$ cat src/rtl/adc_seq_pkg.sv
package adc_seq_pkg;

   localparam int unsigned WORD_W = 16;
   localparam int unsigned CMD_W  = 4;
   localparam int unsigned CFG_W  = WORD_W - CMD_W;

   localparam logic [WORD_W-1:0] UNLOCK_WORD = 16'hA000;

   typedef enum logic [1:0] {
      SQ_INIT_GO,
      SQ_INIT_WAIT,
      SQ_READY,
      SQ_CMD_WAIT
   } seq_state_t;

   typedef enum logic [1:0] {
      FE_IDLE,
      FE_SHIFT,
      FE_GAP
   } fe_state_t;

   // Word sent in initialization frame 'second' (0 or 1).
   function automatic logic [WORD_W-1:0] init_word(
      input logic             sw_mode,
      input logic             second,
      input logic [CMD_W-1:0] cfg_cmd,
      input logic [CFG_W-1:0] cfg_val);
      if (!sw_mode)
         return '1;
      else if (!second)
         return UNLOCK_WORD;
      else
         return {cfg_cmd, cfg_val};
   endfunction

endpackage

$ cat src/rtl/adc_sclk_div.sv
module adc_sclk_div #(
   parameter int unsigned HALF_DIV = 2
) (
   input  logic clk,
   input  logic rst_n,
   input  logic run,
   output logic tick
);

   if (HALF_DIV < 1) begin : g_bad_div
      $error("adc_sclk_div: HALF_DIV must be at least 1");
   end

   generate
      if (HALF_DIV == 1) begin : g_pass
         assign tick = run;
      end else begin : g_count
         localparam int unsigned CW = $clog2(HALF_DIV);
         logic [CW-1:0] cnt;

         always_ff @(posedge clk or negedge rst_n) begin
            if (!rst_n)
               cnt <= '0;
            else if (!run || tick)
               cnt <= '0;
            else
               cnt <= cnt + 1'b1;
         end

         assign tick = run && (cnt == CW'(HALF_DIV - 1));
      end
   endgenerate

endmodule

$ cat src/rtl/adc_frame_eng.sv
module adc_frame_eng
   import adc_seq_pkg::*;
#(
   parameter int unsigned HALF_DIV   = 2,
   parameter int unsigned FRAME_BITS = 16,
   parameter int unsigned GAP_SCLK   = 2
) (
   input  logic                  clk,
   input  logic                  rst_n,
   input  logic                  go,
   input  logic [FRAME_BITS-1:0] tx_word,
   input  logic                  sdo_i,
   output logic                  sclk_o,
   output logic                  sdi_o,
   output logic                  cs_n_o,
   output logic                  fs_o,
   output logic                  idle_o,
   output logic                  done_o,
   output logic [FRAME_BITS-1:0] rx_word
);

   localparam int unsigned HALVES     = 2 * FRAME_BITS;
   localparam int unsigned GAP_HALVES = 2 * GAP_SCLK;
   localparam int unsigned PH_MAX     = (HALVES > GAP_HALVES) ? HALVES : GAP_HALVES;
   localparam int unsigned PH_W       = $clog2(PH_MAX + 1);
   localparam int unsigned GAP_CYC    = GAP_HALVES * HALF_DIV;
   localparam int unsigned GC_W       = $clog2(GAP_CYC + 2);
   localparam int unsigned RC_W       = $clog2(FRAME_BITS + 2);

   if (FRAME_BITS < 2) begin : g_bad_frame
      $error("adc_frame_eng: FRAME_BITS must be at least 2");
   end
   if (GAP_SCLK < 1) begin : g_bad_gap
      $error("adc_frame_eng: GAP_SCLK must be at least 1");
   end

   fe_state_t             state;
   logic [PH_W-1:0]       ph;
   logic [FRAME_BITS-1:0] shreg;
   logic [FRAME_BITS-1:0] rx;
   logic                  sclk_q;
   logic                  cs_n_q;
   logic                  fs_q;
   logic                  done_q;
   logic                  tick;

   adc_sclk_div #(.HALF_DIV(HALF_DIV)) u_div (
      .clk  (clk),
      .rst_n(rst_n),
      .run  (state != FE_IDLE),
      .tick (tick)
   );

   always_ff @(posedge clk or negedge rst_n) begin
      if (!rst_n) begin
         state  <= FE_IDLE;
         ph     <= '0;
         shreg  <= '0;
         rx     <= '0;
         sclk_q <= 1'b0;
         cs_n_q <= 1'b1;
         fs_q   <= 1'b0;
         done_q <= 1'b0;
      end else begin
         done_q <= 1'b0;
         case (state)
            FE_IDLE: begin
               if (go) begin
                  state  <= FE_SHIFT;
                  cs_n_q <= 1'b0;
                  fs_q   <= 1'b1;
                  shreg  <= tx_word;
                  ph     <= '0;
               end
            end
            FE_SHIFT: begin
               if (tick) begin
                  ph <= ph + 1'b1;
                  if (!sclk_q) begin
                     sclk_q <= 1'b1;
                     fs_q   <= 1'b0;
                     rx     <= {rx[FRAME_BITS-2:0], sdo_i};
                  end else begin
                     sclk_q <= 1'b0;
                     if (ph == PH_W'(HALVES - 1)) begin
                        cs_n_q <= 1'b1;
                        done_q <= 1'b1;
                        state  <= FE_GAP;
                        ph     <= '0;
                     end else begin
                        shreg <= {shreg[FRAME_BITS-2:0], 1'b0};
                     end
                  end
               end
            end
            FE_GAP: begin
               if (tick) begin
                  if (ph == PH_W'(GAP_HALVES - 1)) begin
                     state <= FE_IDLE;
                     ph    <= '0;
                  end else begin
                     ph <= ph + 1'b1;
                  end
               end
            end
            default: state <= FE_IDLE;
         endcase
      end
   end

   assign sclk_o  = sclk_q;
   assign sdi_o   = shreg[FRAME_BITS-1];
   assign cs_n_o  = cs_n_q;
   assign fs_o    = fs_q;
   assign idle_o  = (state == FE_IDLE);
   assign done_o  = done_q;
   assign rx_word = rx;

   // ---------------- checks ----------------
   logic            sclk_d;
   logic [RC_W-1:0] rise_cnt;
   logic [GC_W-1:0] high_cnt;

   always_ff @(posedge clk or negedge rst_n) begin
      if (!rst_n) begin
         sclk_d   <= 1'b0;
         rise_cnt <= '0;
         high_cnt <= GC_W'(GAP_CYC);
      end else begin
         sclk_d <= sclk_o;
         if (cs_n_o)
            rise_cnt <= '0;
         else if (sclk_o && !sclk_d)
            rise_cnt <= rise_cnt + 1'b1;
         if (!cs_n_o)
            high_cnt <= '0;
         else if (high_cnt < GC_W'(GAP_CYC))
            high_cnt <= high_cnt + 1'b1;
      end
   end

   p_sclk_in_frame_r4: assert property (@(posedge clk) disable iff (!rst_n)
      sclk_o |-> !cs_n_o);

   p_fs_at_start_r4: assert property (@(posedge clk) disable iff (!rst_n)
      $fell(cs_n_o) |-> fs_o);

   p_fs_in_frame_r4: assert property (@(posedge clk) disable iff (!rst_n)
      fs_o |-> !cs_n_o);

   p_sixteen_edges_r4: assert property (@(posedge clk) disable iff (!rst_n)
      $rose(cs_n_o) |-> (rise_cnt == RC_W'(FRAME_BITS)));

   p_sdi_on_fall_r5: assert property (@(posedge clk) disable iff (!rst_n)
      (!cs_n_o && !$stable(sdi_o)) |-> ($fell(sclk_o) || $fell(cs_n_o)));

   p_idle_gap_r6: assert property (@(posedge clk) disable iff (!rst_n)
      $fell(cs_n_o) |-> (high_cnt >= GC_W'(GAP_CYC)));

endmodule

$ cat src/rtl/adc_result_pick.sv
module adc_result_pick #(
   parameter int unsigned RES_BITS   = 14,
   parameter int unsigned FRAME_BITS = 16
) (
   input  logic                  clk,
   input  logic                  rst_n,
   input  logic                  cap,
   input  logic [FRAME_BITS-1:0] raw,
   output logic                  res_valid_o,
   output logic [RES_BITS-1:0]   res_data_o
);

   localparam int unsigned TAIL = FRAME_BITS - RES_BITS;

   if (RES_BITS != 12 && RES_BITS != 14) begin : g_bad_res
      $error("adc_result_pick: RES_BITS must be 12 or 14");
   end

   logic [RES_BITS-1:0] picked;
   logic                unused_tail_bits;

   generate
      if (RES_BITS == 14) begin : g_res14
         assign picked           = raw[FRAME_BITS-1 -: 14];
         assign unused_tail_bits = ^raw[TAIL-1:0];
      end else begin : g_res12
         assign picked           = raw[FRAME_BITS-1 -: 12];
         assign unused_tail_bits = ^raw[TAIL-1:0];
      end
   endgenerate

   logic primed;

   always_ff @(posedge clk or negedge rst_n) begin
      if (!rst_n) begin
         primed      <= 1'b0;
         res_valid_o <= 1'b0;
         res_data_o  <= '0;
      end else begin
         res_valid_o <= 1'b0;
         if (cap) begin
            if (primed) begin
               res_valid_o <= 1'b1;
               res_data_o  <= picked;
            end
            primed <= 1'b1;
         end
      end
   end

   p_valid_single_r8: assert property (@(posedge clk) disable iff (!rst_n)
      res_valid_o |=> !res_valid_o);

endmodule

$ cat src/rtl/adc_link_seq.sv
module adc_link_seq
   import adc_seq_pkg::*;
#(
   parameter int unsigned   HALF_DIV = 2,
   parameter int unsigned   RES_BITS = 14,
   parameter int unsigned   GAP_SCLK = 2,
   parameter bit            SW_INIT  = 1'b1,
   parameter logic [3:0]    CFG_CMD  = 4'hA,
   parameter logic [11:0]   CFG_WORD = 12'h5A3
) (
   input  logic                clk,
   input  logic                rst_n,
   input  logic                start_i,
   input  logic [3:0]          cmd_i,
   output logic                sclk_o,
   output logic                sdi_o,
   output logic                cs_n_o,
   output logic                fs_o,
   input  logic                sdo_i,
   output logic                busy_o,
   output logic                res_valid_o,
   output logic [RES_BITS-1:0] res_data_o
);

   if (RES_BITS != 12 && RES_BITS != 14) begin : g_bad_res
      $error("adc_link_seq: RES_BITS must be 12 or 14");
   end
   if (HALF_DIV < 1) begin : g_bad_div
      $error("adc_link_seq: HALF_DIV must be at least 1");
   end

   seq_state_t          sq;
   logic                init_second;
   logic                eng_go;
   logic [WORD_W-1:0]   eng_tx;
   logic                eng_idle;
   logic                eng_done;
   logic [WORD_W-1:0]   eng_rx;
   logic                cap;

   always_comb begin
      eng_go = 1'b0;
      eng_tx = {cmd_i, {CFG_W{1'b0}}};
      case (sq)
         SQ_INIT_GO: begin
            eng_go = 1'b1;
            eng_tx = init_word(SW_INIT, init_second, CFG_CMD, CFG_WORD);
         end
         SQ_READY: eng_go = start_i;
         default: eng_go = 1'b0;
      endcase
   end

   always_ff @(posedge clk or negedge rst_n) begin
      if (!rst_n) begin
         sq          <= SQ_INIT_GO;
         init_second <= 1'b0;
      end else begin
         case (sq)
            SQ_INIT_GO:   sq <= SQ_INIT_WAIT;
            SQ_INIT_WAIT: begin
               if (eng_idle) begin
                  if (init_second) begin
                     sq <= SQ_READY;
                  end else begin
                     init_second <= 1'b1;
                     sq          <= SQ_INIT_GO;
                  end
               end
            end
            SQ_READY:     if (start_i) sq <= SQ_CMD_WAIT;
            SQ_CMD_WAIT:  if (eng_idle) sq <= SQ_READY;
            default:      sq <= SQ_INIT_GO;
         endcase
      end
   end

   assign busy_o = (sq != SQ_READY);
   assign cap    = eng_done && (sq == SQ_CMD_WAIT);

   adc_frame_eng #(
      .HALF_DIV  (HALF_DIV),
      .FRAME_BITS(WORD_W),
      .GAP_SCLK  (GAP_SCLK)
   ) u_eng (
      .clk    (clk),
      .rst_n  (rst_n),
      .go     (eng_go),
      .tx_word(eng_tx),
      .sdo_i  (sdo_i),
      .sclk_o (sclk_o),
      .sdi_o  (sdi_o),
      .cs_n_o (cs_n_o),
      .fs_o   (fs_o),
      .idle_o (eng_idle),
      .done_o (eng_done),
      .rx_word(eng_rx)
   );

   adc_result_pick #(
      .RES_BITS  (RES_BITS),
      .FRAME_BITS(WORD_W)
   ) u_pick (
      .clk        (clk),
      .rst_n      (rst_n),
      .cap        (cap),
      .raw        (eng_rx),
      .res_valid_o(res_valid_o),
      .res_data_o (res_data_o)
   );

   // ---------------- checks ----------------
   logic [1:0] cmd_frames;

   always_ff @(posedge clk or negedge rst_n) begin
      if (!rst_n)
         cmd_frames <= '0;
      else if (cap && cmd_frames != 2'd2)
         cmd_frames <= cmd_frames + 1'b1;
   end

   p_busy_ignores_start_r1: assert property (@(posedge clk) disable iff (!rst_n)
      (busy_o && eng_idle && sq != SQ_INIT_GO) |=> cs_n_o);

   p_ready_no_frame_r7: assert property (@(posedge clk) disable iff (!rst_n)
      !busy_o |-> cs_n_o);

   p_accept_start_r10: assert property (@(posedge clk) disable iff (!rst_n)
      (!busy_o && start_i) |=> (busy_o && !cs_n_o));

   p_first_dropped_r8: assert property (@(posedge clk) disable iff (!rst_n)
      res_valid_o |-> (cmd_frames == 2'd2));

endmodule

$ cat config.mk
export PLATFORM = sky130hd
export DESIGN_NAME = adc_link_seq
export DESIGN_NICKNAME = d
export VERILOG_FILES = /design/src/rtl/adc_seq_pkg.sv /design/src/rtl/adc_sclk_div.sv /design/src/rtl/adc_frame_eng.sv /design/src/rtl/adc_result_pick.sv /design/src/rtl/adc_link_seq.sv
export SDC_FILE = /design/constraint.sdc
export NUM_CORES = 1
export LEC_CHECK = 0
export BUFFER_PORTS_ARGS = -buffer_cell sky130_fd_sc_hd__buf_2
export CAP_MARGIN = 10
export CORE_MARGIN = 2
export CORE_UTILIZATION = 58
export CTS_BUF_LIST = sky130_fd_sc_hd__clkbuf_16
export DETAILED_ROUTE_END_ITERATION = 10
export PLACE_DENSITY = 0.79
export RECOVER_POWER = 100
export SETUP_SLACK_MARGIN = 0.02
export SYNTH_ARGS = -nofsm -noshare
export SYNTH_HDL_FRONTEND = slang
export SYNTH_SLANG_ARGS = --single-unit
$ cat constraint.sdc
create_clock -name clk -period 2.5 [get_ports clk]
set_input_delay 0.125 -clock clk [delete_from_list [all_inputs] [get_ports clk]]
set_output_delay 0.125 -clock clk [all_outputs]
set_load 0.1 [all_outputs]
# --- Word level (Yosys, flattened, before mapping) ---
# Index checks and enable logic that the tools add are counted.
word_totals:
  reg_bits: 64
  input_bits: 8
classes:
  muxes: 44
  eq_ne: 19
  bitwise_logic: 1
  n_reduce_logical: 19
  n_addsub: 2
op_table:
  columns: ["cell", "n"]
  rows:
  - ["two-way mux 16 bit", 5]
  - ["two-way mux 6 bit", 6]
  - ["one-hot mux 16 bit (2 select lines)", 1]
  - ["two-way mux 2 bit", 10]
  - ["!= test 2 bit (second input constant)", 9]
  - ["one-hot mux 6 bit (3 select lines)", 1]
  - ["two-way mux 1 bit", 15]
  - ["two-way mux 11 bit", 1]
  - ["AND reduction 5 bit", 2]
  - ["one-hot mux 2 bit (4 select lines)", 1]
  - ["AND reduction 4 bit", 2]
  - ["adder 6 x 1 -> 6 bit (second input constant)", 1]
  - ["equality test 2 bit (second input constant)", 3]
  - ["equality test 6 x 2 -> 1 bit (second input constant)", 1]
  - ["equality test 6 x 5 -> 1 bit (second input constant)", 1]
  - ["!= test 2 x 1 -> 1 bit (second input constant)", 3]
  - ["one-hot mux 1 bit (2 select lines)", 3]
  - ["one-hot mux 2 bit (3 select lines)", 1]
  - ["AND reduction 2 bit", 3]
  - ["AND reduction 3 bit", 2]
  - ["AND reduction 6 bit", 1]
  - ["equality test 2 x 1 -> 1 bit (second input constant)", 2]
  - ["zero test 2 bit", 2]
  - ["nonzero test 2 bit", 2]
  - ["6 further kinds", 7]

# --- Logic depth before layout (Yosys ltp) ---
depth:
  word_depth: 5
  ltp_mapped: 9
  mapped_depth_nobuf: 7

# --- By module ---
# A second synthesis with hierarchy kept.
hier_totals:
  cells_unflattened: 229
  hier_area_um2: 2984.1
modules_own_cells:
  columns: ["module", "seq_area_each_um2", "cells_per_inst", "area_each_um2", "instances"]
  rows:
  - ["adc_frame_eng", 1102.3, 173, 2153.3, 1]
  - ["adc_result_pick", 400.4, 34, 619.3, 1]
  - ["adc_link_seq", 75.1, 19, 170.2, 1]
  - ["adc_sclk_div", 25.0, 3, 41.3, 1]

# --- Least setup slack after synthesis ---
# OpenSTA, ideal clock, no wires.
synth_path:
  path_type: "register -> register"
  start: "register u_eng.sclk_q (netlist: u_eng.sclk_o)"
  end: "register u_eng.shreg[1]"
  setup_ns: 0.126
  period_less_slack_ns: 2.076
  slack_ns: 0.424
  t_required_ns: 2.374
  stages_incl_launch_ff: 5
  t_arrival_ns: 1.950
  path_buffers: 1
  cell_sequence: "dfrtp_1 -> o21ai_0 -> a22o_1 -> buf_2 -> a221o_1"
synth_via:
  elab_chain_len: 2
synth_rtl:
  columns: ["element", "line", "text"]
  rows:
  - ["from (decl)", "adc_frame_eng.sv:41", "logic sclk_q;"]
  - ["from (signal assigned)", "adc_frame_eng.sv:60", "sclk_q <= 1'b0;"]
  - ["from (signal assigned)", "adc_frame_eng.sv:80", "sclk_q <= 1'b1;"]
  - ["from (signal assigned)", "adc_frame_eng.sv:84", "sclk_q <= 1'b0;"]
  - ["!= test 2 x 1 -> 1 bit (no source line)", null, null]
  - ["AND reduction 5 bit (no source line)", null, null]
  - ["to (signal assigned)", "adc_frame_eng.sv:72", "shreg <= tx_word;"]
  - ["to (signal assigned)", "adc_frame_eng.sv:91", "shreg <= {shreg[FRAME_BITS-2:0], 1'b0};"]
  - ["to (decl)", "adc_frame_eng.sv:39", "logic [FRAME_BITS-1:0] shreg;"]
# Every way passes these cells.
# A chain may end at the register's enable or synchronous reset.

# --- Worst setup path in the final report ---
layout_path:
  start: "register u_eng.state[1]"
  end: "register u_eng.shreg[5]"
layout_via:
  elab_chain_len: 4
layout_rtl:
  columns: ["element", "line", "text"]
  rows:
  - ["from (decl)", "adc_frame_eng.sv:37", "fe_state_t state;"]
  - ["from (signal assigned)", "adc_frame_eng.sv:56", "state <= FE_IDLE;"]
  - ["from (signal assigned)", "adc_frame_eng.sv:69", "state <= FE_SHIFT;"]
  - ["from (signal assigned)", "adc_frame_eng.sv:88", "state <= FE_GAP;"]
  - ["nonzero test 2 bit", "adc_frame_eng.sv:50", ".run (state != FE_IDLE),"]
  - ["logical AND 1 bit", "adc_sclk_div.sv:30", "assign tick = run && (cnt == CW'(HALF_DIV - 1));"]
  - ["!= test 2 bit (no source line)", null, null]
  - ["AND reduction 5 bit (no source line)", null, null]
# Several ways; a longest one is shown, not always the timed one.

==> flow_metrics.py <==
metrics = {
    "synthesis": {
        "syn_nets": 250,
        "ys.warnings.count": 0,
        "yosys.area_share.xor_xnor_pct": 0.325,
        "synth-seq-cells": 64,
        "synth.yosys.seq_area_share_pct": 59.5,
        "synth-compound-area-share_pct": 13.3,
        "synth.avg_cell_area_um2": 11.4,
        "ys_types": 39,
        "synthFlopType": "dfrtp_1",
        "synthAdderAreaFrac_pct": 2.32,
        "yosys-mux-area-fraction_pct": 6.69,
        "synthSimpleGateAreaFrac_pct": 14.1,
        "postSynth.asyncResetShare_pct": 100,
        "number_of_enable_flip_flop_cells_after_synthesis": 0,
        "post_synth_instance_area_um2": 2690,
        "synth_top_family_by_area": "simple AND/OR/NAND/NOR gates",
        "synthCells": 237,
    },
    "global_routing": {
        "grt_pass1_wl_um": 8360,
        "grt_antenna_before_repair": 0,
        "first_global_vias": 1803,
        "grt_usage_pct": 21.2,
        "gr-total-overflow": 0,
        "maximum_number_of_pins_on_one_net_before_global_route_repair": 65,
    },
    "detailed_routing": {
        "drtIter0Drc": 100,
        "antenna_violating_nets_post_route": 0,
        "totalWireLength_um": 4940,
        "drt-vias-per-instance": 5.67,
        "dr_pass1_iterations": 4,
        "routed-via-count": 1848,
        "detail_route.drc_violations": 0,
        "post_drt_wl_per_cell_um": 15.2,
    },
    "setup_path": {
        "worst-path-max-fanout": 20,
        "worst_ep_required_time_ps": 2710,
        "timing.critical_path.max_delay_family": "compound AO/OA/AOI/OAI gates",
        "critical_path.endpoint_type": "flip-flop",
        "crit_arrival_ps": 2400,
        "timing.critical_path.slowest_stage_cell": "a22o_1",
        "cp_cell_sequence": "inv_1, ha_1, nor2_1, nand3_1, a22o_1, a221o_1",
        "crit_buf_inv": 1,
        "critical_path.startpoint_type": "flip-flop",
        "cp_slowest_stage_delay_ps": 480,
        "ff2ff_setup_slack_ps": 310,
        "path_class": "reg -> reg",
    },
    "worst_hold_path": {
        "hold_path_class": "in -> reg",
    },
    "sta": {
        "setup-violations-final": 0,
        "finalClockSkew_ps": 5.00,
        "timing_worst_slew_pin_value_ps": 1490,
        "final.hold.worst_slack_ps": 31.7,
        "slew_headroom_pct": 0.992,
        "final_min_period_over_clock_period_pct": 87.5,
        "final.setup.tns_ps": 0,
        "grt_setup_unrepaired": "no",
        "period_needed_ps": 2190,
        "timing.fmax_mhz": 457,
        "timing_hold_violations_final": 0,
        "max_slew_violation_count": 0,
    },
    "place": {
        "gp_congestion": 0.780,
        "place.port_buffers": 27,
        "place.detailed.hpwl_um": 3040,
    },
    "finish": {
        "total_of_fill_cells_in_the_finished_design": 332,
        "fin_nets": 282,
        "regArea_um2": 1600,
        "drive_above_1_share_pct": 19.0,
        "area_of_combinational_cells_with_multiple_inputs_um2": 983,
        "area_growth_syn_to_layout_pct": 17.0,
        "antenna_cells_inserted": 0,
        "fin_util_pct": 71.4,
    },
    "cts": {
        "cts_resized": 0,
        "clock_sinks": 64,
        "cts_buffer_depth": 2,
        "cts.repair_timing.setup_buffer_count": 0,
        "clock_tree_from_tritoncts": "built",
        "root_buffer": "clkbuf_16",
        "cts_inserted_buffers": 9,
        "insertion_delay_ps": 330,
        "ctsHtreeMaxLevel": 3,
        "cts.reportedPaths.clkPinSlew_ps": 50,
    },
    "die": {
        "die_y_um": 72.2,
        "fp.dieArea_um2": 5210,
        "die_width_um": 72.2,
        "number_of_cell_rows": 24,
        "start_util_pct": 61.0,
        "ioPinCount": 28,
        "coreArea_um2": 4410,
    },
    "power_and_ir_drop": {
        "ir_drop_uv": 490,
        "finalPower_w": 0.00242,
        "power.density_cell_area_nw_per_um2": 767,
        "power.static_leakage_nw": 1.52,
    },
    "run": {
        "drv.max_cap_violation_count": 1,
    },
    "status": {
        "status": "complete, but fails checks",
        "failed_checks": "max-capacitance violations",
    },
}
power breakdown:
group | internal [W] | switching, W
combinational | 0.0000129 | 0.0000231
clock | 0.000873 | 0.000454
sequential | 0.00105 | 0.00000743
total | 0.00193 | 0.000485
registers in the layout (all words and copies together), names as in the netlist:
signal / flops
u_eng.shreg: 16
init_second: 1
u_eng.cs_n_o: 1
u_eng.done_o: 1
u_eng.state: 2
u_pick.primed: 1
u_eng.sclk_o: 1
u_eng.rx_word: 16
u_eng.fs_o: 1
u_pick.res_data_o: 14
sq: 2
u_eng.ph: 6
u_eng.u_div.g_count.cnt: 1
u_pick.res_valid_o: 1
synthesized netlist by cell type (2+ instances only):
cell,count,area (um2)
ha_1,5,62.6
o21ai_0,10,50.1
inv_1,10,37.5
a21oi_1,2,10.0
or2_2,2,12.5
nor2_1,8,30.0
buf_2,4,20.0
mux2_2,16,180
a22o_1,9,78.8
a31o_2,2,17.5
buf_1,2,7.51
a22oi_1,2,15.0
dfrtp_1,63,1580
a21o_1,3,22.5
a221o_1,5,50.1
o21bai_1,2,15.0
nand3_1,5,25.0
nand2_1,57,214
o21a_1,2,15.0
buf_4,2,15.0
nand2b_1,5,31.3
o22ai_1,3,18.8
a32o_1,2,20.0
area by class of cell:
class / count / area share [%]
timing repair buffer: 32 / 4.49
clock inverter: 7 / 3.06
tap: 52 / 2.06
inverter: 10 / 1.19
clock buffer: 9 / 7.15
multi-input combinational: 152 / 31.2
sequential: 64 / 50.9
final timing paths:
path	cells after the start	to	start
max	6	u_eng.shreg[5]	u_eng.state[1]
min	2	u_eng.rx_word[0]	sdo_i
max reg2reg	6	u_eng.shreg[5]	u_eng.state[1]
min reg2reg	2	u_pick.res_data_o[11]	u_pick.res_data_o[11]
max in group asynchronous	3	u_eng.state[0]	rst_n
min in group asynchronous	3	u_eng.u_div.g_count.cnt	rst_n
timing repair:
action / CTS / global route
hold buffers: 1 / 0
endpoints found under the setup margin: 0 / 0
hold endpoints to repair: 39 / 0
routing by layer:
layer / routed length, um / up-vias / global-route usage, %
li1: - / 880 / -
met1: 2360 / 927 / 28.7
met2: 2310 / 31 / 32.7
met3: 165 / 10 / 3.75
met4: 113 / 0 / 11.3
met5: 0 / - / 0
logic make-up after synthesis:
group           Yosys count
mux                      16
simple gates             84
flops                    64
buf+inv                  21
xor+xnor                  1
fa+ha+maj                 5
compound gates           46
cell usage in the layout, fill, tap and decap left out, drive strengths merged, types with 3 or more instances in the layout:
cell type,instances
mux2,16
a221o,5
nand2b,5
a21o,3
nand3,5
nor2,10
dfrtp,63
inv,10
clkinv,5
ha,5
buf,8
nand2,57
o22ai,3
clkbuf,32
o21ai,11
a22o,9
per-stage QoR:
step                      instances  setup WS (ps)  instance area [um2]
after CTS                       326            294                 3190
after detailed placement        309            302                 2860
final                           326            313                 3150
after floorplan                 237            424                 2690
after global placement          309            409                 2860
after global routing            326            147                 3150
No activity file was read; power rests on OpenSTA's default activity.
